==> src/rtl/irq_bank_pkg.sv <==
// Package: shared sizes, register offsets and the offset decoder of the
// private interrupt state bank. Assumes NUM_IRQ and 2*NUM_SGI equal DATA_W.
package irq_bank_pkg;
    localparam int NUM_SGI = 16;
    localparam int NUM_PPI = 16;
    localparam int NUM_IRQ = NUM_SGI + NUM_PPI;
    localparam int DATA_W  = 32;
    localparam int ADDR_W  = 12;
    localparam int PRIO_W  = 8;
    localparam int ID_W    = $clog2(NUM_IRQ);
    localparam int LANES   = DATA_W / PRIO_W;
    localparam int LANE_W  = $clog2(LANES);
    localparam int NB_W    = LANE_W + 1;
    localparam int NSACC_W = 2 * NUM_SGI;

    localparam logic [ADDR_W-1:0] OFS_SLEEP     = 12'h000;
    localparam logic [ADDR_W-1:0] OFS_GROUP     = 12'h080;
    localparam logic [ADDR_W-1:0] OFS_SETEN     = 12'h084;
    localparam logic [ADDR_W-1:0] OFS_CLREN     = 12'h088;
    localparam logic [ADDR_W-1:0] OFS_SETPEND   = 12'h08C;
    localparam logic [ADDR_W-1:0] OFS_CLRPEND   = 12'h090;
    localparam logic [ADDR_W-1:0] OFS_SETACT    = 12'h094;
    localparam logic [ADDR_W-1:0] OFS_CLRACT    = 12'h098;
    localparam logic [ADDR_W-1:0] OFS_CFG_SGI   = 12'h0A0;
    localparam logic [ADDR_W-1:0] OFS_CFG_PPI   = 12'h0A4;
    localparam logic [ADDR_W-1:0] OFS_GRPMOD    = 12'h0B0;
    localparam logic [ADDR_W-1:0] OFS_NSACC     = 12'h0B4;
    localparam logic [ADDR_W-1:0] OFS_PRIO_BASE = 12'h400;

    typedef enum logic [3:0] {
        SEL_NONE, SEL_SLEEP, SEL_GROUP, SEL_SETEN, SEL_CLREN,
        SEL_SETPEND, SEL_CLRPEND, SEL_SETACT, SEL_CLRACT,
        SEL_CFG_SGI, SEL_CFG_PPI, SEL_GRPMOD, SEL_NSACC, SEL_PRIO
    } reg_sel_e;

    // Map a byte offset onto the register it selects.
    function automatic reg_sel_e decode_offset(input logic [ADDR_W-1:0] a);
        reg_sel_e s;
        case (a)
            OFS_SLEEP:   s = SEL_SLEEP;
            OFS_GROUP:   s = SEL_GROUP;
            OFS_SETEN:   s = SEL_SETEN;
            OFS_CLREN:   s = SEL_CLREN;
            OFS_SETPEND: s = SEL_SETPEND;
            OFS_CLRPEND: s = SEL_CLRPEND;
            OFS_SETACT:  s = SEL_SETACT;
            OFS_CLRACT:  s = SEL_CLRACT;
            OFS_CFG_SGI: s = SEL_CFG_SGI;
            OFS_CFG_PPI: s = SEL_CFG_PPI;
            OFS_GRPMOD:  s = SEL_GRPMOD;
            OFS_NSACC:   s = SEL_NSACC;
            default: begin
                if ((a >= OFS_PRIO_BASE) &&
                    (a < OFS_PRIO_BASE + ADDR_W'(NUM_IRQ)))
                    s = SEL_PRIO;
                else
                    s = SEL_NONE;
            end
        endcase
        return s;
    endfunction
endpackage

==> src/rtl/irq_access_gate.sv <==
// Access gate: turns the security flags and the byte count of a request
// into a lane mask, a per-interrupt visibility vector and view flags.
// Assumes the group vector comes from registered state.
module irq_access_gate
    import irq_bank_pkg::*;
(
    input  logic               sec_dis,
    input  logic               secure,
    input  logic [1:0]         size,
    input  logic [NUM_IRQ-1:0] grp,
    output logic [DATA_W-1:0]  lane_mask,
    output logic [NUM_IRQ-1:0] vis,
    output logic [NB_W-1:0]    nbytes,
    output logic               ns_view,
    output logic               mod_ok
);
    // Security view and per-interrupt visibility.
    always_comb begin
        ns_view = !sec_dis && !secure;
        mod_ok  = !sec_dis && secure;
        vis     = ns_view ? grp : '1;
    end

    // Byte count from the size code.
    always_comb begin
        case (size)
            2'd0:    nbytes = NB_W'(1);
            2'd1:    nbytes = NB_W'(2);
            default: nbytes = NB_W'(LANES);
        endcase
    end

    for (genvar k = 0; k < LANES; k++) begin : g_lane
        assign lane_mask[PRIO_W*k +: PRIO_W] = {PRIO_W{(k < int'(nbytes))}};
    end
endmodule

==> src/rtl/irq_prio_bank.sv <==
// Priority store: one byte per interrupt, reached through a byte window.
// Lane k of an access starting at window index base_id hits ID base_id+k.
// Non-secure views are remapped on the way in and out.
module irq_prio_bank
    import irq_bank_pkg::*;
(
    input  logic               clk,
    input  logic               rst_n,
    input  logic               wr,
    input  logic               hit,
    input  logic [ID_W-1:0]    base_id,
    input  logic [NB_W-1:0]    nbytes,
    input  logic               ns_view,
    input  logic [NUM_IRQ-1:0] vis,
    input  logic [DATA_W-1:0]  wdata,
    output logic [DATA_W-1:0]  rdata
);
    logic [PRIO_W-1:0] prio_q   [NUM_IRQ];
    logic              lane_hit [NUM_IRQ];
    logic [LANE_W-1:0] lane_sel [NUM_IRQ];

    // Which lane, if any, each interrupt takes in this access.
    always_comb begin
        for (int g = 0; g < NUM_IRQ; g++) begin
            lane_hit[g] = (g >= int'(base_id)) &&
                          ((g - int'(base_id)) < int'(nbytes));
            lane_sel[g] = LANE_W'(g - int'(base_id));
        end
    end

    // Store written bytes, remapping non-secure values into the low half.
    always_ff @(posedge clk) begin
        if (!rst_n) begin
            for (int g = 0; g < NUM_IRQ; g++) prio_q[g] <= '0;
        end else if (wr && hit) begin
            for (int g = 0; g < NUM_IRQ; g++) begin
                if (lane_hit[g] && vis[g]) begin
                    if (ns_view)
                        prio_q[g] <= {1'b1, wdata[PRIO_W*lane_sel[g]+1 +: PRIO_W-1]};
                    else
                        prio_q[g] <= wdata[PRIO_W*lane_sel[g] +: PRIO_W];
                end
            end
        end
    end

    // Gather read lanes, shifting for the non-secure view.
    always_comb begin
        rdata = '0;
        for (int k = 0; k < LANES; k++) begin
            logic [ID_W-1:0] idx;
            idx = base_id + ID_W'(k);
            if (hit && (k < int'(nbytes)) && ((int'(base_id) + k) < NUM_IRQ) && vis[idx])
                rdata[PRIO_W*k +: PRIO_W] = ns_view ? {prio_q[idx][PRIO_W-2:0], 1'b0}
                                                    : prio_q[idx];
        end
    end

    for (genvar g = 0; g < NUM_IRQ; g++) begin : g_chk
        // a non-secure write leaves the top priority bit set
        assert_ns_prio_msb_R6: assert property (@(posedge clk) disable iff (!rst_n)
            (wr && hit && ns_view && lane_hit[g] && vis[g]) |=> prio_q[g][PRIO_W-1]);
        // hidden interrupts keep their priority under non-secure writes
        assert_ns_prio_hidden_R5: assert property (@(posedge clk) disable iff (!rst_n)
            (wr && ns_view && !vis[g]) |=> $stable(prio_q[g]));
    end
endmodule

==> src/rtl/irq_flag_bank.sv <==
// Flag store: group, modifier, enable, pending, active, peripheral trigger,
// access fields and the sleep flag, with set/clear write styles and the
// filtered read mux. Assumes masks arrive from irq_access_gate.
module irq_flag_bank
    import irq_bank_pkg::*;
(
    input  logic               clk,
    input  logic               rst_n,
    input  logic               wr,
    input  reg_sel_e           sel,
    input  logic [DATA_W-1:0]  wdata,
    input  logic [DATA_W-1:0]  lane_mask,
    input  logic [NUM_IRQ-1:0] vis,
    input  logic               ns_view,
    input  logic               mod_ok,
    output logic [NUM_IRQ-1:0] grp_o,
    output logic [DATA_W-1:0]  rdata
);
    logic [NUM_IRQ-1:0] grp_q, mod_q, en_q, pend_q, act_q;
    logic [NUM_PPI-1:0] cfg_q;
    logic [NSACC_W-1:0] nsacc_q;
    logic               sleep_q;

    logic [NUM_IRQ-1:0] lm_i, wd_i, wm;
    logic [NUM_PPI-1:0] cfg_wm, cfg_wd;

    // Per-bit write masks for bitmaps and trigger pairs.
    always_comb begin
        lm_i = lane_mask[NUM_IRQ-1:0];
        wd_i = wdata[NUM_IRQ-1:0];
        wm   = lm_i & vis;
        for (int i = 0; i < NUM_PPI; i++) begin
            cfg_wm[i] = lane_mask[2*i+1] & vis[NUM_SGI+i];
            cfg_wd[i] = wdata[2*i+1];
        end
    end

    // Register update per selected register.
    always_ff @(posedge clk) begin
        if (!rst_n) begin
            grp_q   <= '0;
            mod_q   <= '0;
            en_q    <= '0;
            pend_q  <= '0;
            act_q   <= '0;
            cfg_q   <= '0;
            nsacc_q <= '0;
            sleep_q <= 1'b1;
        end else if (wr) begin
            case (sel)
                SEL_SLEEP:   if (!ns_view) sleep_q <= wdata[0];
                SEL_GROUP:   if (!ns_view) grp_q <= (grp_q & ~lm_i) | (wd_i & lm_i);
                SEL_SETEN:   en_q   <= en_q   | (wd_i & wm);
                SEL_CLREN:   en_q   <= en_q   & ~(wd_i & wm);
                SEL_SETPEND: pend_q <= pend_q | (wd_i & wm);
                SEL_CLRPEND: pend_q <= pend_q & ~(wd_i & wm);
                SEL_SETACT:  act_q  <= act_q  | (wd_i & wm);
                SEL_CLRACT:  act_q  <= act_q  & ~(wd_i & wm);
                SEL_CFG_PPI: cfg_q  <= (cfg_q & ~cfg_wm) | (cfg_wd & cfg_wm);
                SEL_GRPMOD:  if (mod_ok) mod_q <= (mod_q & ~lm_i) | (wd_i & lm_i);
                SEL_NSACC:   if (mod_ok) nsacc_q <= (nsacc_q & ~lane_mask[NSACC_W-1:0]) |
                                                    (wdata[NSACC_W-1:0] & lane_mask[NSACC_W-1:0]);
                default: ;
            endcase
        end
    end

    // Filtered read mux; set and clear offsets share one view.
    always_comb begin
        rdata = '0;
        case (sel)
            SEL_SLEEP:   rdata[0] = !ns_view && sleep_q;
            SEL_GROUP:   rdata = ns_view ? '0 : DATA_W'(grp_q);
            SEL_SETEN, SEL_CLREN:     rdata = DATA_W'(en_q & vis);
            SEL_SETPEND, SEL_CLRPEND: rdata = DATA_W'(pend_q & vis);
            SEL_SETACT, SEL_CLRACT:   rdata = DATA_W'(act_q & vis);
            SEL_CFG_SGI: for (int i = 0; i < NUM_SGI; i++) rdata[2*i+1] = vis[i];
            SEL_CFG_PPI: for (int i = 0; i < NUM_PPI; i++) rdata[2*i+1] = cfg_q[i] & vis[NUM_SGI+i];
            SEL_GRPMOD:  rdata = mod_ok ? DATA_W'(mod_q) : '0;
            SEL_NSACC:   rdata = mod_ok ? DATA_W'(nsacc_q) : '0;
            default: ;
        endcase
    end

    assign grp_o = grp_q;

    // set-style writes never clear a bit
    assert_set_only_R2: assert property (@(posedge clk) disable iff (!rst_n)
        (wr && (sel == SEL_SETEN || sel == SEL_SETPEND || sel == SEL_SETACT)) |=>
        (((en_q & $past(en_q)) == $past(en_q)) && ((pend_q & $past(pend_q)) == $past(pend_q)) &&
         ((act_q & $past(act_q)) == $past(act_q))));
    // clear-style writes never set a bit
    assert_clear_only_R3: assert property (@(posedge clk) disable iff (!rst_n)
        (wr && (sel == SEL_CLREN || sel == SEL_CLRPEND || sel == SEL_CLRACT)) |=>
        (((en_q | $past(en_q)) == $past(en_q)) && ((pend_q | $past(pend_q)) == $past(pend_q)) &&
         ((act_q | $past(act_q)) == $past(act_q))));
    // non-secure writes leave hidden interrupts untouched
    assert_ns_filter_R5: assert property (@(posedge clk) disable iff (!rst_n)
        (wr && ns_view) |=> ((((en_q ^ $past(en_q)) | (pend_q ^ $past(pend_q)) |
                              (act_q ^ $past(act_q))) & ~$past(grp_q)) == '0));
    // modifier and access fields only move under a secure write with security on
    assert_mod_locked_R8: assert property (@(posedge clk) disable iff (!rst_n)
        (wr && !mod_ok) |=> ($stable(mod_q) && $stable(nsacc_q)));
    // undefined offsets change nothing
    assert_undef_nop_R9: assert property (@(posedge clk) disable iff (!rst_n)
        (wr && sel == SEL_NONE) |=> ($stable(grp_q) && $stable(en_q) && $stable(pend_q) &&
                                     $stable(act_q) && $stable(cfg_q) && $stable(sleep_q)));
endmodule

==> src/rtl/irq_state_bank.sv <==
// Top: per-interrupt state bank for 32 private interrupts with a secure /
// non-secure register port. Decodes the offset, gates the access and
// merges the priority and flag read paths. Reads are combinational.
module irq_state_bank
    import irq_bank_pkg::*;
(
    input  logic              clk,
    input  logic              rst_n,
    input  logic              sec_dis,
    input  logic              req_wr,
    input  logic [ADDR_W-1:0] req_addr,
    input  logic [1:0]        req_size,
    input  logic              req_secure,
    input  logic [DATA_W-1:0] req_wdata,
    output logic [DATA_W-1:0] req_rdata
);
    reg_sel_e           sel;
    logic [ID_W-1:0]    prio_base;
    logic [DATA_W-1:0]  lane_mask, prio_rd, flag_rd;
    logic [NUM_IRQ-1:0] vis, grp;
    logic [NB_W-1:0]    nbytes;
    logic               ns_view, mod_ok;

    // Offset decode and priority window index.
    always_comb begin
        sel       = decode_offset(req_addr);
        prio_base = ID_W'(req_addr - OFS_PRIO_BASE);
    end

    irq_access_gate i_gate (
        .sec_dis   (sec_dis),
        .secure    (req_secure),
        .size      (req_size),
        .grp       (grp),
        .lane_mask (lane_mask),
        .vis       (vis),
        .nbytes    (nbytes),
        .ns_view   (ns_view),
        .mod_ok    (mod_ok)
    );

    irq_prio_bank i_prio (
        .clk     (clk),
        .rst_n   (rst_n),
        .wr      (req_wr),
        .hit     (sel == SEL_PRIO),
        .base_id (prio_base),
        .nbytes  (nbytes),
        .ns_view (ns_view),
        .vis     (vis),
        .wdata   (req_wdata),
        .rdata   (prio_rd)
    );

    irq_flag_bank i_flags (
        .clk       (clk),
        .rst_n     (rst_n),
        .wr        (req_wr),
        .sel       (sel),
        .wdata     (req_wdata),
        .lane_mask (lane_mask),
        .vis       (vis),
        .ns_view   (ns_view),
        .mod_ok    (mod_ok),
        .grp_o     (grp),
        .rdata     (flag_rd)
    );

    // Merge read paths and clip to the accessed lanes.
    assign req_rdata = ((sel == SEL_PRIO) ? prio_rd : flag_rd) & lane_mask;
endmodule

==> config.mk <==
export PLATFORM = sky130hd
export DESIGN_NAME = irq_state_bank
export DESIGN_NICKNAME = d
export VERILOG_FILES = /design/src/rtl/irq_bank_pkg.sv /design/src/rtl/irq_access_gate.sv /design/src/rtl/irq_prio_bank.sv /design/src/rtl/irq_flag_bank.sv /design/src/rtl/irq_state_bank.sv
export SDC_FILE = /design/constraint.sdc
export NUM_CORES = 2
export LEC_CHECK = 0
export CAP_MARGIN = 15
export CORE_MARGIN = 2
export CORE_UTILIZATION = 45
export DETAILED_ROUTE_END_ITERATION = 7
export PLACE_DENSITY_LB_ADDON = 0.08
export SKIP_LAST_GASP = 1
export SYNTH_ARGS = -nofsm -noshare
export SYNTH_HDL_FRONTEND = slang
export SYNTH_SLANG_ARGS = --single-unit
==> constraint.sdc <==
create_clock -name clk -period 14.2 [get_ports clk]
set_clock_uncertainty 0.15 [all_clocks]
set_input_delay 2.84 -clock clk [delete_from_list [all_inputs] [get_ports clk]]
set_output_delay 2.84 -clock clk [all_outputs]
set_load 0.005 [all_outputs]
## Word level (Yosys, flattened, before mapping)

Memory sizes are Yosys's and may differ from the RTL's.
Index checks and enable logic that the tools add are counted.

- Add/sub/neg operators: 71
- $lt $le $gt $ge: 77
- Equal/unequal tests: 25
- Shift operators: 64
- Multiplexer cells: 382
- Bitwise logic cells: 122
- Reductions and logical operators: 99

Operators by type and width:

| operator | number |
|---|---|
| variable part select 32 x 33 -> 7 bit | 32 |
| < comparator 32 x 4 -> 1 bit | 32 |
| variable part select 32 x 6 -> 8 bit | 32 |
| two-way mux 8 bit | 72 |
| bitwise AND 32 bit | 13 |
| two-way mux 1 bit | 263 |
| adder 5 x 1 -> 6 bit, second input constant | 33 |
| bitwise OR 32 bit | 6 |
| case mux 32 bit (2 select lines) | 3 |
| two-way mux 32 bit | 5 |
| == test 12 x 8 -> 1 bit, second input constant | 11 |
| case mux 1 bit (8 select lines) | 16 |
| < comparator 32 x 7 -> 1 bit, second input constant | 3 |
| subtractor 5 x 5 -> 6 bit, first input constant | 16 |
| case mux 1 bit (6 select lines) | 15 |
| logical AND 1 bit | 80 |
| >= comparator 5 bit, first input constant | 15 |
| inverter 32 bit | 2 |
| bitwise OR 1 bit | 64 |
| case mux 4 bit (12 select lines) | 1 |
| subtractor 4 x 5 -> 6 bit, first input constant | 8 |
| >= comparator 4 x 5 -> 1 bit, first input constant | 8 |
| bitwise AND 1 bit | 32 |
| bitwise AND 16 bit | 2 |
| other kinds (34) | 76 |

- Register bits after elaboration: 209
- Memory bits (writable): 256
- Bits of input ports: 51
- Output and inout port bits: 32
- Word-level logic and storage cells: 849
- Memories kept: 1

Memory list:

| memory | words | width | rd ports | clocked after memory_dff | wr ports | RTL line | source |
|---|---|---|---|---|---|---|---|
| i_prio.prio_q | 32 | 8 | 4 | 0 | 32 | irq_prio_bank.sv:18 | `logic [PRIO_W-1:0] prio_q [NUM_IRQ];` |

## Longest topological paths before layout

- Depth in word-level cells: 11
- Gate-level depth with buffers: 15
- Depth with buffers taken out: 11

## Modules after synthesis

A second synthesis with hierarchy kept.

- Cells, all modules: 3262
- Area total of the unflattened synthesis: 34898.5 um2

Modules (own cells, without submodules):

| module | times used | cells an instance | area an instance (um2) | sequential area each (um2) |
|---|---|---|---|---|
| irq_prio_bank | 1 | 1883 | 23110.9 | 7687.4 |
| irq_flag_bank | 1 | 1175 | 10451.3 | 4184.0 |
| irq_state_bank | 1 | 127 | 832.0 | 0.0 |
| irq_access_gate | 1 | 77 | 504.2 | 0.0 |

## Worst setup path before layout

No wires, ideal clock.

- Path type: input -> output
- Start point: in req_addr[2]
- End point: out req_rdata[27]
- Arrival: 5781 ps
- Data required time: 11210 ps
- Path slack: 5429 ps
- Cell stages on the path: 14
- Path buffers: 5
- Path through: clkinv_1 > clkbuf_1 > ha_1 > buf_2 > o21ai_0 > a211oi_4 > buf_6 > nor3_2 > or2_1 > buf_6 > buf_6 > a222oi_1 > o211ai_1 > and3_1

- Cells in the longest elaborated chain, start to end: 11
- Elaborated cells between the ends (all ways): 47
- Those cells by class: 3 x add/sub; 3 x order compare; 23 x eq/ne; 8 x mux; 1 x bitwise; 8 x reduce/logical; 1 x memory

RTL lines:

| what | RTL line | source |
|---|---|---|
| from (decl) | irq_state_bank.sv:11 | `input logic [ADDR_W-1:0] req_addr,` |
| parallel branches: the longest is 9 deep, another holds < comparator 32 x 7 -> 1 bit | n/a |  |
| two-way mux 32 bit * | irq_state_bank.sv:70 | `assign req_rdata = ((sel == SEL_PRIO) ? prio_rd : flag_rd) & lane_mask;` |
| bitwise AND 32 bit * | irq_state_bank.sv:70 |  |
| to (decl) | irq_state_bank.sv:15 | `output logic [DATA_W-1:0] req_rdata` |

Mark *: on every way between the ends. The select of a mux whose other input is x is not followed.

## Worst setup path after layout

- Start point: in req_addr[2]
- End point: out req_rdata[23]

The elaborated chain is that of the path after synthesis.

==> flow_summary_export.csv <==
group,metric,value,unit
run_status,outcome,"complete, but fails checks",
run_status,violated_checks,"design-rule violations",
power_and_ir_drop,power_frac_comb,22.7,%
floorplan,floorplan.rows,100,
global_route,grt_pass1_vias,28282,
clock_tree,root_buffer,"sky130_fd_sc_hd__clkbuf_16",
global_route,grt_first_pass_wirelength,218,mm
clock_tree,clkSlewWorstSetupHoldPaths,0.05,ns
min_path,holdCritPathClass,"reg -> reg",
routing,antenna_left,0,
clock_tree,hold_buffers,0,
power_and_ir_drop,powerDensity,109,nW/µm²
sta,max_freq,81.6,MHz
routing,detail_route.drc_violations,7,
flow_run,maxCapViolations,0,
clock_tree,cts-root-to-sink-buffers,3,
sta,grt_setup_unrepaired,"false",
synthesis,synth_top_area_share,22.7,%
floorplan,core-area,74400,µm²
clock_tree,postCtsSetupBuffers,0,
placement,detailed_place_hpwl,110,mm
global_route,initial_antenna_violation_count,7,
routing,wl_per_cell,37.0,µm
critical_path,path_class,"in -> out",
routing,routed_via_density,7.28,
critical_path,timing.critical_path.arrival,9.27,ns
sta,holdWs,0.312,ns
global_route,grt_use_total,39.3,%
critical_path,crit_path_launch_type,"input pin",
synthesis,synth_nets,3322,
global_route,grt_start_max_net_pins,133,
synthesis,cells_after_synth,3228,
synthesis,synth_cell_types,93,
synthesis,yosys_warnings,0,
sta,worst-slew-pin-transition,1.38,ns
synthesis,post_synth_main_area_contributors,"sky130_fd_sc_hd__edfxtp_1, sky130_fd_sc_hd__mux4_2, sky130_fd_sc_hd__dfxtp_1, sky130_fd_sc_hd__mux2i_1, sky130_fd_sc_hd__nor2_1",
placement,buffer_ports.inserted,82,
critical_path,worstPathRequired,11.21,ns
sta,relSlewSlack,7.67,%
placement,globalplace.congestion,0.999,
clock_tree,cts_inserted_buffers,56,
critical_path,worst_setup_path_startpoint,"req_addr[2]",
cells_and_area,area.growth.synth_to_final,9.78,%
critical_path,worst-path-max-fanout,25,
routing,drtIter0Drc,5311,
cells_and_area,fin_cells,4171,
routing,routed-via-count,30375,
synthesis,synth_sequential_area_ratio,35.0,%
power_and_ir_drop,ir_worst_vdd,0.0000921,V
synthesis,synth_edf_count,256,
clock_tree,ctsHtreeMaxLevel,2,
power_and_ir_drop,totalPowerFinal,0.00404,W
cells_and_area,n_fill_cell,6675,
routing,dr.pass1.iters,8,
synthesis,synth.ff_latch_count,465,
sta,layout_min_cycle_time,12.26,ns
clock_tree,worst_skew_pair_latency,0.64,ns
routing,postRouteWirelength,154,mm
sta,finalSetupTns,0,ns
sta,timing_hold_violations_final,0,
synthesis,syn_avg_cell_area,10.5,µm²
floorplan,height_of_the_die,278,µm
sta,layout_worst_path_cycle_share,86.3,%
synthesis,synth_async_sr_flop_share,0,%
clock_tree,cts_tree,"done",
cells_and_area,layout-drive-gt1-share,18.1,%
synthesis,synthDominantAreaCellType,"sky130_fd_sc_hd__edfxtp_1",
power_and_ir_drop,leakage,12.7,nW
critical_path,critPathCaptureType,"primary output",
floorplan,start_util,45.5,%
sta,report.final.setup_viol,0,
power_and_ir_drop,internal-power,0.00276,W
floorplan,io-pin-count,83,
floorplan,die_width,278,µm
power_and_ir_drop,p_clk_share,39.2,%
power_and_ir_drop,seq_power_share,38.0,%
sta,finalMaxSlewViolations,0,
power_and_ir_drop,power.switching,0.00128,W
clock_tree,cts.sink_count,465,
global_route,grt_overflow_total,0,
power_and_ir_drop,swShare,31.7,%
placement,place.detailed.instances,4062,
synthesis,synth_top_flop_cell,"sky130_fd_sc_hd__edfxtp_1",
cells_and_area,nets,3248,
clock_tree,cts_resized,0,
synthesis,syn_area,33900,µm²
floorplan,die_area,77500,µm²
-- power groups by stage --
stage               Sequential [W]  Combinational (W)  Clock, W
CTS                        0.00153           0.000877   0.00159
global route               0.00154           0.000940   0.00164
floorplan                  0.00153           0.000544         0
global placement           0.00155           0.000865         0
finish                     0.00154           0.000919   0.00159
detailed placement         0.00156           0.000871         0
-- cell families after synthesis --
family / count (synthesis) / share of synthesized area, %
simple gates: 1157 / 16.2
compound gates: 661 / 13.1
mux: 546 / 28.6
flops: 465 / 35.0
buf+inv: 322 / 4.56
fa+ha+maj: 43 / 1.59
xor+xnor: 34 / 0.901
-- routing by layer --
layer | track usage, % | share of wire, %
met3 | 13.1 | 15
met2 | 54.1 | 41
met1 | 56.9 | 40
met4 | 14.7 | 4.2
met5 | 0.876 | 0.072
-- cells in the final DEF (no fill, tap or decap), drive strengths merged, types with 18 or more instances in the layout --
cell	count
clkdlybuf4s50	77
a21boi	78
or3	21
nand4	22
mux4	337
and2	23
mux2i	208
nand2	344
o21ai	169
clkinv	20
buf	82
nor3	31
nand3	114
clkbuf	76
inv	28
a32oi	19
ha	43
nor2	352
and3	30
nor2b	143
o21a	18
a222oi	38
edfxtp	256
xnor2	30
a21oi	152
a31oi	21
a211oi	30
dfxtp	209
-- through the flow --
stage / setup WS, ns / instance area [µm²] / util, %
6_report: 1.94 / 37200 / 50.0
5_1_grt: 1.87 / 37200 / 50.0
4_1_cts: 2.16 / 37200 / 49.9
3_5_place_dp: 2.19 / 35200 / 47.2
3_3_place_gp: 2.37 / 35200 / 47.2
2_1_floorplan: 5.43 / 33900 / -
-- path summary, 6_finish.rpt --
check                           slack, ns                                  to  cells after the start
worst max-delay path                 1.94                       req_rdata[23]                     13
worst max register to register      11.17  i_prio.prio_q[13][2]$_SDFFCE_PN0P_                      3
worst min register to register       0.31                           flip-flop                      2
worst min-delay path                 0.31                           flip-flop                      2
-- worst max-delay path, stage by stage --
cell                              delay [ns]
sky130_fd_sc_hd__clkdlybuf4s50_1        0.46
sky130_fd_sc_hd__buf_4                  0.32
sky130_fd_sc_hd__clkinv_1               0.83
sky130_fd_sc_hd__ha_1                   0.80
sky130_fd_sc_hd__mux2_2                 0.37
sky130_fd_sc_hd__a211oi_2               0.35
sky130_fd_sc_hd__o32a_4                 0.39
sky130_fd_sc_hd__and4_1                 1.06
sky130_fd_sc_hd__buf_4                  0.45
sky130_fd_sc_hd__a222oi_1               0.11
sky130_fd_sc_hd__o211a_1                0.26
sky130_fd_sc_hd__nor3_1                 0.39
sky130_fd_sc_hd__clkdlybuf4s50_1        0.59
-- cell usage after synthesis, types with 25 or more instances --
master                       n
sky130_fd_sc_hd__a211oi_1   28
sky130_fd_sc_hd__a21boi_0   77
sky130_fd_sc_hd__a21oi_1   152
sky130_fd_sc_hd__a222oi_1   38
sky130_fd_sc_hd__and3_1     30
sky130_fd_sc_hd__buf_2      71
sky130_fd_sc_hd__buf_4      42
sky130_fd_sc_hd__clkbuf_1  153
sky130_fd_sc_hd__dfxtp_1   209
sky130_fd_sc_hd__edfxtp_1  256
sky130_fd_sc_hd__ha_1       43
sky130_fd_sc_hd__inv_1      25
sky130_fd_sc_hd__mux2i_1   208
sky130_fd_sc_hd__mux4_2    337
sky130_fd_sc_hd__nand2_1   344
sky130_fd_sc_hd__nand3_1   112
sky130_fd_sc_hd__nor2_1    346
sky130_fd_sc_hd__nor2b_1   143
sky130_fd_sc_hd__nor3_1     27
sky130_fd_sc_hd__o21ai_0   159
sky130_fd_sc_hd__xnor2_1    29
-- area by class of cell --
cell class | instances | area [µm²] | share of cell area (%)
clock inverters | 32 | 412 | 1.11
flip-flops and latches | 465 | 11900 | 31.9
repair buffers | 162 | 1460 | 3.93
clock buffers | 73 | 1580 | 4.24
diodes | 1 | 2.50 | 0.00673
inverters | 28 | 105 | 0.283
multi-input cells | 2441 | 20600 | 55.3
well taps | 969 | 1210 | 3.26
Power figures use the tool's default switching activity.
